**src/rtl/scsi_seq_pkg.sv**
```systemverilog
package scsi_seq_pkg;

   // register positions the behaviour depends on
   localparam int unsigned A_OWN    = 0;
   localparam int unsigned A_LUN    = 15;
   localparam int unsigned A_TC_LO  = 20;
   localparam int unsigned A_DST    = 21;
   localparam int unsigned A_SS     = 23;
   localparam int unsigned A_CMD    = 24;
   localparam int unsigned A_CLRTOP = 26;
   localparam int unsigned A_AUX    = 31;

   // status codes
   localparam logic [7:0] SS_RST     = 8'h00;
   localparam logic [7:0] SS_RST_ADV = 8'h01;
   localparam logic [7:0] SS_DONE    = 8'h16;
   localparam logic [7:0] SS_SELTO   = 8'h42;
   localparam logic [7:0] SS_DISC    = 8'h85;

   localparam logic [7:0] AUX_INT = 8'h80;
   localparam logic [7:0] AUX_BSY = 8'h20;
   localparam logic [7:0] AUX_CIP = 8'h10;
   localparam logic [7:0] AUX_DBR = 8'h01;

   // command codes
   localparam logic [7:0] C_RESET    = 8'h00;
   localparam logic [7:0] C_DISC     = 8'h04;
   localparam logic [7:0] C_SEL_ATN  = 8'h06;
   localparam logic [7:0] C_SEL      = 8'h07;
   localparam logic [7:0] C_SELX_ATN = 8'h08;
   localparam logic [7:0] C_SELX     = 8'h09;

   // target outcome encoding
   localparam logic [1:0] OUT_STATUS = 2'd0;
   localparam logic [1:0] OUT_DATA   = 2'd1;
   localparam logic [1:0] OUT_EXEC   = 2'd2;

   typedef enum logic [1:0] {PH_FREE, PH_SELECT, PH_EXEC, PH_DATA} phase_t;

   typedef enum logic [2:0] {RK_OWN, RK_STORE, RK_CMD, RK_CONST, RK_CTRL} reg_kind_t;

   function automatic reg_kind_t reg_kind(input int unsigned a);
      if (a == A_OWN)                       return RK_OWN;
      else if (a == A_SS || a == A_AUX)     return RK_CTRL;
      else if (a == A_CMD)                  return RK_CMD;
      else if (a <= A_CLRTOP)               return RK_STORE;
      else                                  return RK_CONST;
   endfunction

endpackage

```
**src/rtl/scsi_seq_regbank.sv**
```systemverilog
module scsi_seq_regbank
   import scsi_seq_pkg::*;
#(
   parameter int unsigned ADDR_W   = 5,
   parameter int unsigned TC_BYTES = 3
) (
   input  logic                        clk,
   input  logic                        rst_n,
   input  logic                        wr_en,
   input  logic [ADDR_W-1:0]           wr_addr,
   input  logic [7:0]                  wr_data,
   input  logic                        clr_all,
   input  logic                        tc_clr,
   input  logic                        cmd_we,
   input  logic [7:0]                  cmd_val,
   input  logic                        lun_ld,
   input  logic [7:0]                  lun_val,
   output logic [(1<<ADDR_W)*8-1:0]    rd_flat
);

   localparam int unsigned NREG     = 1 << ADDR_W;
   localparam int unsigned TC_FIRST = A_TC_LO - TC_BYTES + 1;

   for (genvar i = 0; i < NREG; i++) begin : g_reg
      localparam reg_kind_t KIND   = reg_kind(i);
      localparam bit        IS_TC  = (i >= TC_FIRST) && (i <= A_TC_LO);
      localparam bit        IS_LUN = (i == A_LUN);

      if (KIND == RK_CMD) begin : g_cmd
         logic [7:0] q;
         always_ff @(posedge clk) begin
            if (!rst_n)      q <= '0;
            else if (cmd_we) q <= cmd_val;
         end
         assign rd_flat[i*8 +: 8] = q;
      end else if (KIND == RK_STORE || KIND == RK_OWN) begin : g_st
         logic [7:0] q;
         always_ff @(posedge clk) begin
            if (!rst_n) begin
               q <= '0;
            end else if (KIND == RK_STORE && clr_all) begin
               q <= '0;
            end else if (IS_TC && tc_clr) begin
               q <= '0;
            end else if (IS_LUN && lun_ld) begin
               q <= lun_val;
            end else if (wr_en && wr_addr == ADDR_W'(i)) begin
               q <= wr_data;
            end
         end
         assign rd_flat[i*8 +: 8] = q;
      end else if (KIND == RK_CONST) begin : g_ff
         assign rd_flat[i*8 +: 8] = 8'hFF;
      end else begin : g_ctl
         assign rd_flat[i*8 +: 8] = 8'h00;
      end
   end

endmodule

```
**src/rtl/scsi_seq_ctrl.sv**
```systemverilog
module scsi_seq_ctrl
   import scsi_seq_pkg::*;
#(
   parameter int unsigned ID_W = 3
) (
   input  logic            clk,
   input  logic            rst_n,
   input  logic            cmd_go,
   input  logic [7:0]      cmd_code,
   input  logic            own_eaf,
   input  logic [ID_W-1:0] dst_id,
   input  logic [7:0]      lun_byte,
   input  logic            ss_rd,
   output logic [7:0]      ss_q,
   output logic [7:0]      aux_q,
   output logic            sel_req,
   output logic [ID_W-1:0] sel_tgt,
   output logic            sel_atn,
   output logic [7:0]      sel_msg,
   input  logic            sel_ack,
   input  logic            sel_ok,
   input  logic [1:0]      sel_phase,
   input  logic [7:0]      sel_status,
   input  logic            tgt_data_rdy,
   input  logic            tgt_done,
   input  logic [7:0]      tgt_status,
   input  logic            tgt_release,
   output logic            clr_all,
   output logic            tc_clr,
   output logic            lun_ld,
   output logic [7:0]      lun_val
);

   phase_t          st_q, st_n;
   logic [7:0]      ss_n, aux_n, msg_q, msg_n;
   logic [ID_W-1:0] tgt_q, tgt_n;
   logic            atn_q, atn_n, busy_q, busy_n;

   always_comb begin
      st_n    = st_q;
      ss_n    = ss_q;
      aux_n   = aux_q;
      msg_n   = msg_q;
      tgt_n   = tgt_q;
      atn_n   = atn_q;
      busy_n  = busy_q;
      clr_all = 1'b0;
      tc_clr  = 1'b0;
      lun_ld  = 1'b0;
      lun_val = '0;

      // status read-back side effects
      if (ss_rd) begin
         if (ss_q == SS_DONE) begin
            ss_n  = SS_DISC;
            aux_n = AUX_INT;
         end else begin
            aux_n[7] = 1'b0;
         end
      end

      if (tgt_release) busy_n = 1'b0;

      // command decode
      if (cmd_go) begin
         unique case (cmd_code)
            C_RESET: begin
               clr_all = 1'b1;
               tc_clr  = 1'b1;
               ss_n    = own_eaf ? SS_RST_ADV : SS_RST;
            end
            C_DISC: tc_clr = 1'b1;
            C_SEL_ATN, C_SEL: begin
               tgt_n  = dst_id;
               ss_n   = SS_SELTO;
               aux_n  = AUX_INT;
               tc_clr = 1'b1;
            end
            C_SELX_ATN, C_SELX: begin
               tgt_n = dst_id;
               if (busy_q) begin
                  ss_n   = SS_SELTO;
                  aux_n  = AUX_INT;
                  tc_clr = 1'b1;
               end else begin
                  st_n  = PH_SELECT;
                  aux_n = AUX_CIP;
                  atn_n = (cmd_code == C_SELX_ATN);
                  msg_n = lun_byte | 8'h80;
               end
            end
            default: ;
         endcase
      end

      // target-side progress
      unique case (st_q)
         PH_SELECT: if (sel_ack) begin
            if (!sel_ok) begin
               ss_n   = SS_SELTO;
               aux_n  = AUX_INT;
               tc_clr = 1'b1;
               st_n   = PH_FREE;
            end else if (sel_phase == OUT_STATUS) begin
               lun_ld  = 1'b1;
               lun_val = sel_status;
               ss_n    = SS_DONE;
               aux_n   = AUX_INT;
               tc_clr  = 1'b1;
               st_n    = PH_FREE;
            end else if (sel_phase == OUT_EXEC) begin
               aux_n  = AUX_CIP | AUX_BSY;
               busy_n = 1'b1;
               st_n   = PH_EXEC;
            end else begin
               aux_n = AUX_CIP | AUX_BSY | AUX_DBR;
               st_n  = PH_DATA;
            end
         end
         PH_EXEC, PH_DATA: begin
            if (tgt_done) begin
               lun_ld  = 1'b1;
               lun_val = tgt_status;
               ss_n    = SS_DONE;
               aux_n   = AUX_INT;
               tc_clr  = 1'b1;
               st_n    = PH_FREE;
            end else if (st_q == PH_EXEC && tgt_data_rdy) begin
               aux_n = aux_n | AUX_DBR;
               st_n  = PH_DATA;
            end
         end
         default: ;
      endcase
   end

   always_ff @(posedge clk) begin
      if (!rst_n) begin
         st_q   <= PH_FREE;
         ss_q   <= SS_RST;
         aux_q  <= AUX_INT;
         msg_q  <= '0;
         tgt_q  <= '0;
         atn_q  <= 1'b0;
         busy_q <= 1'b0;
      end else begin
         st_q   <= st_n;
         ss_q   <= ss_n;
         aux_q  <= aux_n;
         msg_q  <= msg_n;
         tgt_q  <= tgt_n;
         atn_q  <= atn_n;
         busy_q <= busy_n;
      end
   end

   assign sel_req = (st_q == PH_SELECT);
   assign sel_tgt = tgt_q;
   assign sel_atn = atn_q;
   assign sel_msg = msg_q;

   p_selto_r3: assert property (@(posedge clk) disable iff (!rst_n)
      cmd_go && (cmd_code == C_SEL || cmd_code == C_SEL_ATN)
      |=> ss_q == SS_SELTO && aux_q == AUX_INT);

   p_req_hold_r4: assert property (@(posedge clk) disable iff (!rst_n)
      sel_req && !sel_ack |=> sel_req);

   p_exec_aux_r5: assert property (@(posedge clk) disable iff (!rst_n)
      st_q == PH_EXEC |-> aux_q == (AUX_CIP | AUX_BSY));

   p_busy_lock_r7: assert property (@(posedge clk) disable iff (!rst_n)
      cmd_go && (cmd_code == C_SELX || cmd_code == C_SELX_ATN) && busy_q && !tgt_release
      |=> !sel_req && ss_q == SS_SELTO);

   p_done_read_r9: assert property (@(posedge clk) disable iff (!rst_n)
      ss_rd && ss_q == SS_DONE && !cmd_go && st_q == PH_FREE
      |=> ss_q == SS_DISC && aux_q == AUX_INT);

   p_rd_clr_r9: assert property (@(posedge clk) disable iff (!rst_n)
      ss_rd && ss_q != SS_DONE && !cmd_go && st_q == PH_FREE
      |=> !aux_q[7]);

endmodule

```
**src/rtl/scsi_cmd_seq.sv**
```systemverilog
module scsi_cmd_seq
   import scsi_seq_pkg::*;
#(
   parameter int unsigned ADDR_W   = 5,
   parameter int unsigned ID_W     = 3,
   parameter int unsigned TC_BYTES = 3
) (
   input  logic              clk,
   input  logic              rst_n,
   input  logic [ADDR_W-1:0] host_addr,
   input  logic              host_wr,
   input  logic              host_rd,
   input  logic [7:0]        host_wdata,
   output logic [7:0]        host_rdata,
   output logic              irq,
   output logic              sel_req,
   output logic [ID_W-1:0]   sel_tgt,
   output logic              sel_atn,
   output logic [7:0]        sel_msg,
   input  logic              sel_ack,
   input  logic              sel_ok,
   input  logic [1:0]        sel_phase,
   input  logic [7:0]        sel_status,
   input  logic              tgt_data_rdy,
   input  logic              tgt_done,
   input  logic [7:0]        tgt_status,
   input  logic              tgt_release
);

   localparam int unsigned NREG = 1 << ADDR_W;

   if (ADDR_W < 5) begin : g_chk_addr
      $error("ADDR_W must cover the 32-entry map");
   end
   if (ID_W < 1 || ID_W > 7) begin : g_chk_id
      $error("ID_W out of range");
   end
   if (TC_BYTES < 1 || TC_BYTES > 3) begin : g_chk_tc
      $error("TC_BYTES out of range");
   end

   logic [NREG*8-1:0] rd_flat;
   logic [7:0]        ss_q, aux_q, lun_val;
   logic              clr_all, tc_clr, lun_ld, cmd_go, ss_rd;

   assign cmd_go = host_wr && host_addr == ADDR_W'(A_CMD) && !aux_q[4];
   assign ss_rd  = host_rd && host_addr == ADDR_W'(A_SS);

   scsi_seq_regbank #(.ADDR_W(ADDR_W), .TC_BYTES(TC_BYTES)) u_bank (
      .clk     (clk),
      .rst_n   (rst_n),
      .wr_en   (host_wr),
      .wr_addr (host_addr),
      .wr_data (host_wdata),
      .clr_all (clr_all),
      .tc_clr  (tc_clr),
      .cmd_we  (cmd_go),
      .cmd_val (host_wdata),
      .lun_ld  (lun_ld),
      .lun_val (lun_val),
      .rd_flat (rd_flat)
   );

   scsi_seq_ctrl #(.ID_W(ID_W)) u_ctrl (
      .clk          (clk),
      .rst_n        (rst_n),
      .cmd_go       (cmd_go),
      .cmd_code     (host_wdata),
      .own_eaf      (rd_flat[A_OWN*8+3]),
      .dst_id       (rd_flat[A_DST*8 +: ID_W]),
      .lun_byte     (rd_flat[A_LUN*8 +: 8]),
      .ss_rd        (ss_rd),
      .ss_q         (ss_q),
      .aux_q        (aux_q),
      .sel_req      (sel_req),
      .sel_tgt      (sel_tgt),
      .sel_atn      (sel_atn),
      .sel_msg      (sel_msg),
      .sel_ack      (sel_ack),
      .sel_ok       (sel_ok),
      .sel_phase    (sel_phase),
      .sel_status   (sel_status),
      .tgt_data_rdy (tgt_data_rdy),
      .tgt_done     (tgt_done),
      .tgt_status   (tgt_status),
      .tgt_release  (tgt_release),
      .clr_all      (clr_all),
      .tc_clr       (tc_clr),
      .lun_ld       (lun_ld),
      .lun_val      (lun_val)
   );

   always_comb begin
      if (host_addr == ADDR_W'(A_SS))       host_rdata = ss_q;
      else if (host_addr == ADDR_W'(A_AUX)) host_rdata = aux_q;
      else                                  host_rdata = rd_flat[host_addr*8 +: 8];
   end

   assign irq = aux_q[7];

   p_cip_ignore_r8: assert property (@(posedge clk) disable iff (!rst_n)
      host_wr && host_addr == ADDR_W'(A_CMD) && aux_q[4]
      |=> $stable(rd_flat[A_CMD*8 +: 8]));

endmodule

```
**config.mk**
```make
export PLATFORM = sky130hd
export DESIGN_NAME = scsi_cmd_seq
export DESIGN_NICKNAME = d
export VERILOG_FILES = /design/src/rtl/scsi_seq_pkg.sv /design/src/rtl/scsi_seq_regbank.sv /design/src/rtl/scsi_seq_ctrl.sv /design/src/rtl/scsi_cmd_seq.sv
export SDC_FILE = /design/constraint.sdc
export NUM_CORES = 1
export LEC_CHECK = 0
export CORE_MARGIN = 3
export CORE_UTILIZATION = 35
export CTS_CLUSTER_SIZE = 14
export DETAILED_ROUTE_END_ITERATION = 12
export PLACE_DENSITY = 0.55
export SETUP_SLACK_MARGIN = 0.15
export SYNTH_ARGS = -nofsm -noshare
export SYNTH_HDL_FRONTEND = slang
export SYNTH_HIERARCHICAL = 1
export SYNTH_SLANG_ARGS = --single-unit
```
**constraint.sdc**
```tcl
create_clock -name clk -period 3.23 [get_ports clk]
set_input_delay 0.4845 -clock clk [delete_from_list [all_inputs] [get_ports clk]]
set_output_delay 0.4845 -clock clk [all_outputs]
set_load 0.05 [all_outputs]
```
==> flow_metrics.tcl, run 1 <==
set metrics [dict create \
    vias_per_cell 5.86 \
    synthTopCellsByArea "dfxtp_1 (38%), nand3_1 (7.9%), o21ai_0 (7.8%)" \
    row_count 68 \
    drive_above_1_share_pct 14.8 \
    htree_levels 1 \
    internal_power_w 0.00527 \
    register_area_mm2 0.00478 \
    min_from "u_ctrl/sel_msg[7]$_SDFFE_PN0P_" \
    switching_power_w 0.00179 \
    grt_max_degree 58 \
    wl_per_cell_um 22.1 \
    final_cell_mix "dfxtp_1 (239), nand3_1 (198), o21ai_0 (194)" \
    reg2reg_depth 7 \
    period_minus_slack_ps 3120 \
    finalMaxSlewViolations 0 \
    peakVddDrop_mv 0.301 \
    fp.dieH_um 195 \
    cts_root_buf "clkbuf_16" \
    vias 11300 \
    insertion_delay_ps 540 \
    r2r_end "u_bank/g_reg[15].g_st.q[6]$_SDFFE_PP0P_" \
    cts_tree "built" \
    synth_seq_area_share_pct 38.4 \
    critPathCaptureType "primary output" \
    clockBufferDepth 3 \
    synth_edf_count 0 \
    grt_pass1_vias 10900 \
    dp_cells 1884 \
    post-route-util_pct 42.5 \
    worst_pin_slew_ps 740 \
    async_reset_ff_share_pct 0 \
    drv_cap 0 \
    critPathMaxFanout 20 \
    tns_ps 0 \
    layout_commonest_cell "dfxtp_1" \
    setup_viol 0 \
    numCtsBuffers 27 \
    max_freq_ghz 0.321 \
    ios 62 \
    status "completed" \
    relSlewSlack_pct 50.4 \
    synthCells 1453 \
    yosysWarnings 6 \
    crit_type "input port to primary output" \
    startpoint_type "input port" \
    r2r_start "u_ctrl/st_q[1]$_SDFF_PN0_" \
    routed_wl_um 42700 \
    antenna_cells 0 \
    cts.clk_slew.worst_paths_ps 60 \
    netlist_area_mm2 0.0125 \
    rrSetupSlack_ps 1050 \
    min_to "u_ctrl/sel_msg[7]$_SDFFE_PN0P_" \
    grt_pass1_wl_um 65800 \
    yosysUniqueCellTypes 73 \
    syn_to_final_growth_pct 18.7 \
    arrival_ps 2630 \
    port_buffers 61 \
    crit_required_ps 2750 \
    fillers 3384 \
    synth_top_area_share_pct 38.4 \
    ys_ff_latch 239 \
    antenna_left 0 \
    rsz0062_at_grt "yes" \
    place_area_mm2 0.0137 \
    synthFlopType "dfxtp_1" \
    hold_class "register to register" \
    power.share.combinational_pct 11.5 \
    initial_utilization_pct 35.8 \
    dieArea_mm2 0.0379 \
    clockPowerShare_pct 46.4 \
    p_per_area_mw_per_mm2 477 \
    dp_hpwl_um 27100 \
    hold_violations 0 \
    first_pass_iters 5 \
    p_seq_share_pct 42.1 \
    grt_overflow 0 \
    grt.total_usage_pct 21.6 \
    multi_input_area_mm2 0.00687 \
    finalClockSkew_ps 8.31 \
    place_congestion 0.868 \
    final_nets 1498 \
    fin_crit_sh_pct 96.5 \
    syn_avg_cell_area_um2 8.58 \
    drt_iter0_markers 1186 \
    core_area_mm2 0.0348 \
    fp.dieW_um 195 \
    cts.sinks 239 \
    yosys.area.top_type "dfxtp_1" \
    final_area_mm2 0.0148 \
    stdcell_count 1932 \
    antenna_found_initial 1 \
    hold_path_depth 1 \
    hold_slack_ps 467 \
    hold_buffers 0 \
    switching_share_pct 25.4 \
    drcViolationCount 0 \
    p_leak_nw 5.02 \
]
==> worst max path at each step <==
| stage | from | to | slack [ps] | depth (start not counted) |
|---|---|---|---|---|
| after floorplan | host_addr[2] | u_bank/g_reg[10].g_st.q[1]$_SDFFE_PP0P_ | 190 | 11 |
| after global placement | host_addr[2] | host_rdata[7] | -110 | 8 |
| after detailed placement | host_addr[2] | host_rdata[1] | -180 | 6 |
| after CTS | host_addr[0] | host_rdata[5] | 70 | 9 |
| after global routing | host_addr[0] | host_rdata[5] | 90 | 9 |
| final | host_addr[0] | host_rdata[5] | 110 | 9 |
==> area by class of cell <==
cell class	count	area share (%)
well taps	455	3.85
inverters	12	0.304
multi-input cells	1028	46.4
clock inverters	10	1.04
clock buffers	38	5.32
repair buffers	150	10.8
flip-flops and latches	239	32.3
==> per-stage QoR <==
stage / worst slack [ps] / total power [W]
final: 111 / 0.00706
after floorplan: 185 / 0.00351
after global routing: 94.2 / 0.00727
after CTS: 66.9 / 0.00710
after detailed placement: -176 / 0.00382
after global placement: -115 / 0.00382
==> metal layers <==
| metal | up-vias | wire (um) | GRT usage (%) |
|---|---|---|---|
| met3 | 55 | 3300 | 3.54 |
| met2 | 447 | 19400 | 34.5 |
| met4 | 2 | 1020 | 5.52 |
| met5 | - | 8 | 0 |
| met1 | 5572 | 19000 | 30.6 |
| li1 | 5250 | - | - |
==> timing repair <==
| action | in CTS | in global routing |
|---|---|---|
| setup buffers | 0 | 0 |
| gates resized for setup | 19 | 11 |
| endpoints found under the hold margin | 0 | 0 |
| endpoints found under the setup margin | 8 | 7 |
| pin swaps | 1 | 1 |
==> cells by family (layout without fill, tap and decap cells) <==
kind of cell | Yosys count | after routing | share of synthesized area (%)
compound gates | 512 | 512 | 22.9
flops | 239 | 239 | 38.4
other cells | 2 | 48 | 0.0602
mux | 123 | 123 | 13.3
simple gates | 345 | 345 | 15.7
buf+inv | 232 | 210 | 9.65
==> cell usage after synthesis, types with 11 or more instances <==
master	number
dfxtp_1	239
nor2b_1	32
mux4_2	23
nand3_1	198
o21ai_1	14
inv_1	12
o21ai_0	194
a221oi_1	11
clkbuf_2	11
clkbuf_1	102
a22o_1	11
nor2_1	18
buf_4	61
nand2_1	21
o22ai_1	28
a21oi_1	193
buf_2	33
mux2i_1	82
==> registers in the layout, indices dropped and copies added (netlist names) <==
register and cells:
u_ctrl/aux_q 8, u_ctrl/sel_tgt 3, u_ctrl/sel_atn 1, u_ctrl/sel_msg 8, u_ctrl/st_q 2, u_bank/g.g_cmd.q 8, u_ctrl/busy_q 1, u_bank/g.g_st.q 200
u_ctrl/ss_q 8
==> worst max-delay path: stages <==
cell	delay (ps)
buf_6	180
buf_6	230
buf_12	220
mux4_2	540
a22o_1	260
nor4_2	280
buf_4	180
a221oi_2	60
buf_12	180
==> power groups by stage <==
stage / logic (W) / registers (W) / clock network [W]
after global placement: 0.000779 / 0.00304 / 0
after global routing: 0.000852 / 0.00298 / 0.00344
final: 0.000811 / 0.00298 / 0.00328
after detailed placement: 0.000783 / 0.00304 / 0
after floorplan: 0.000474 / 0.00304 / 0
after CTS: 0.000794 / 0.00298 / 0.00333
Note: power is estimated with default switching activity, not from simulation.
==> run 2: changes to the inputs <==
Settings changed: HOLD_SLACK_MARGIN set to 0.06.
==> results of run 2 <==
Final layout, timing and power as in run 1 (identical DEF).
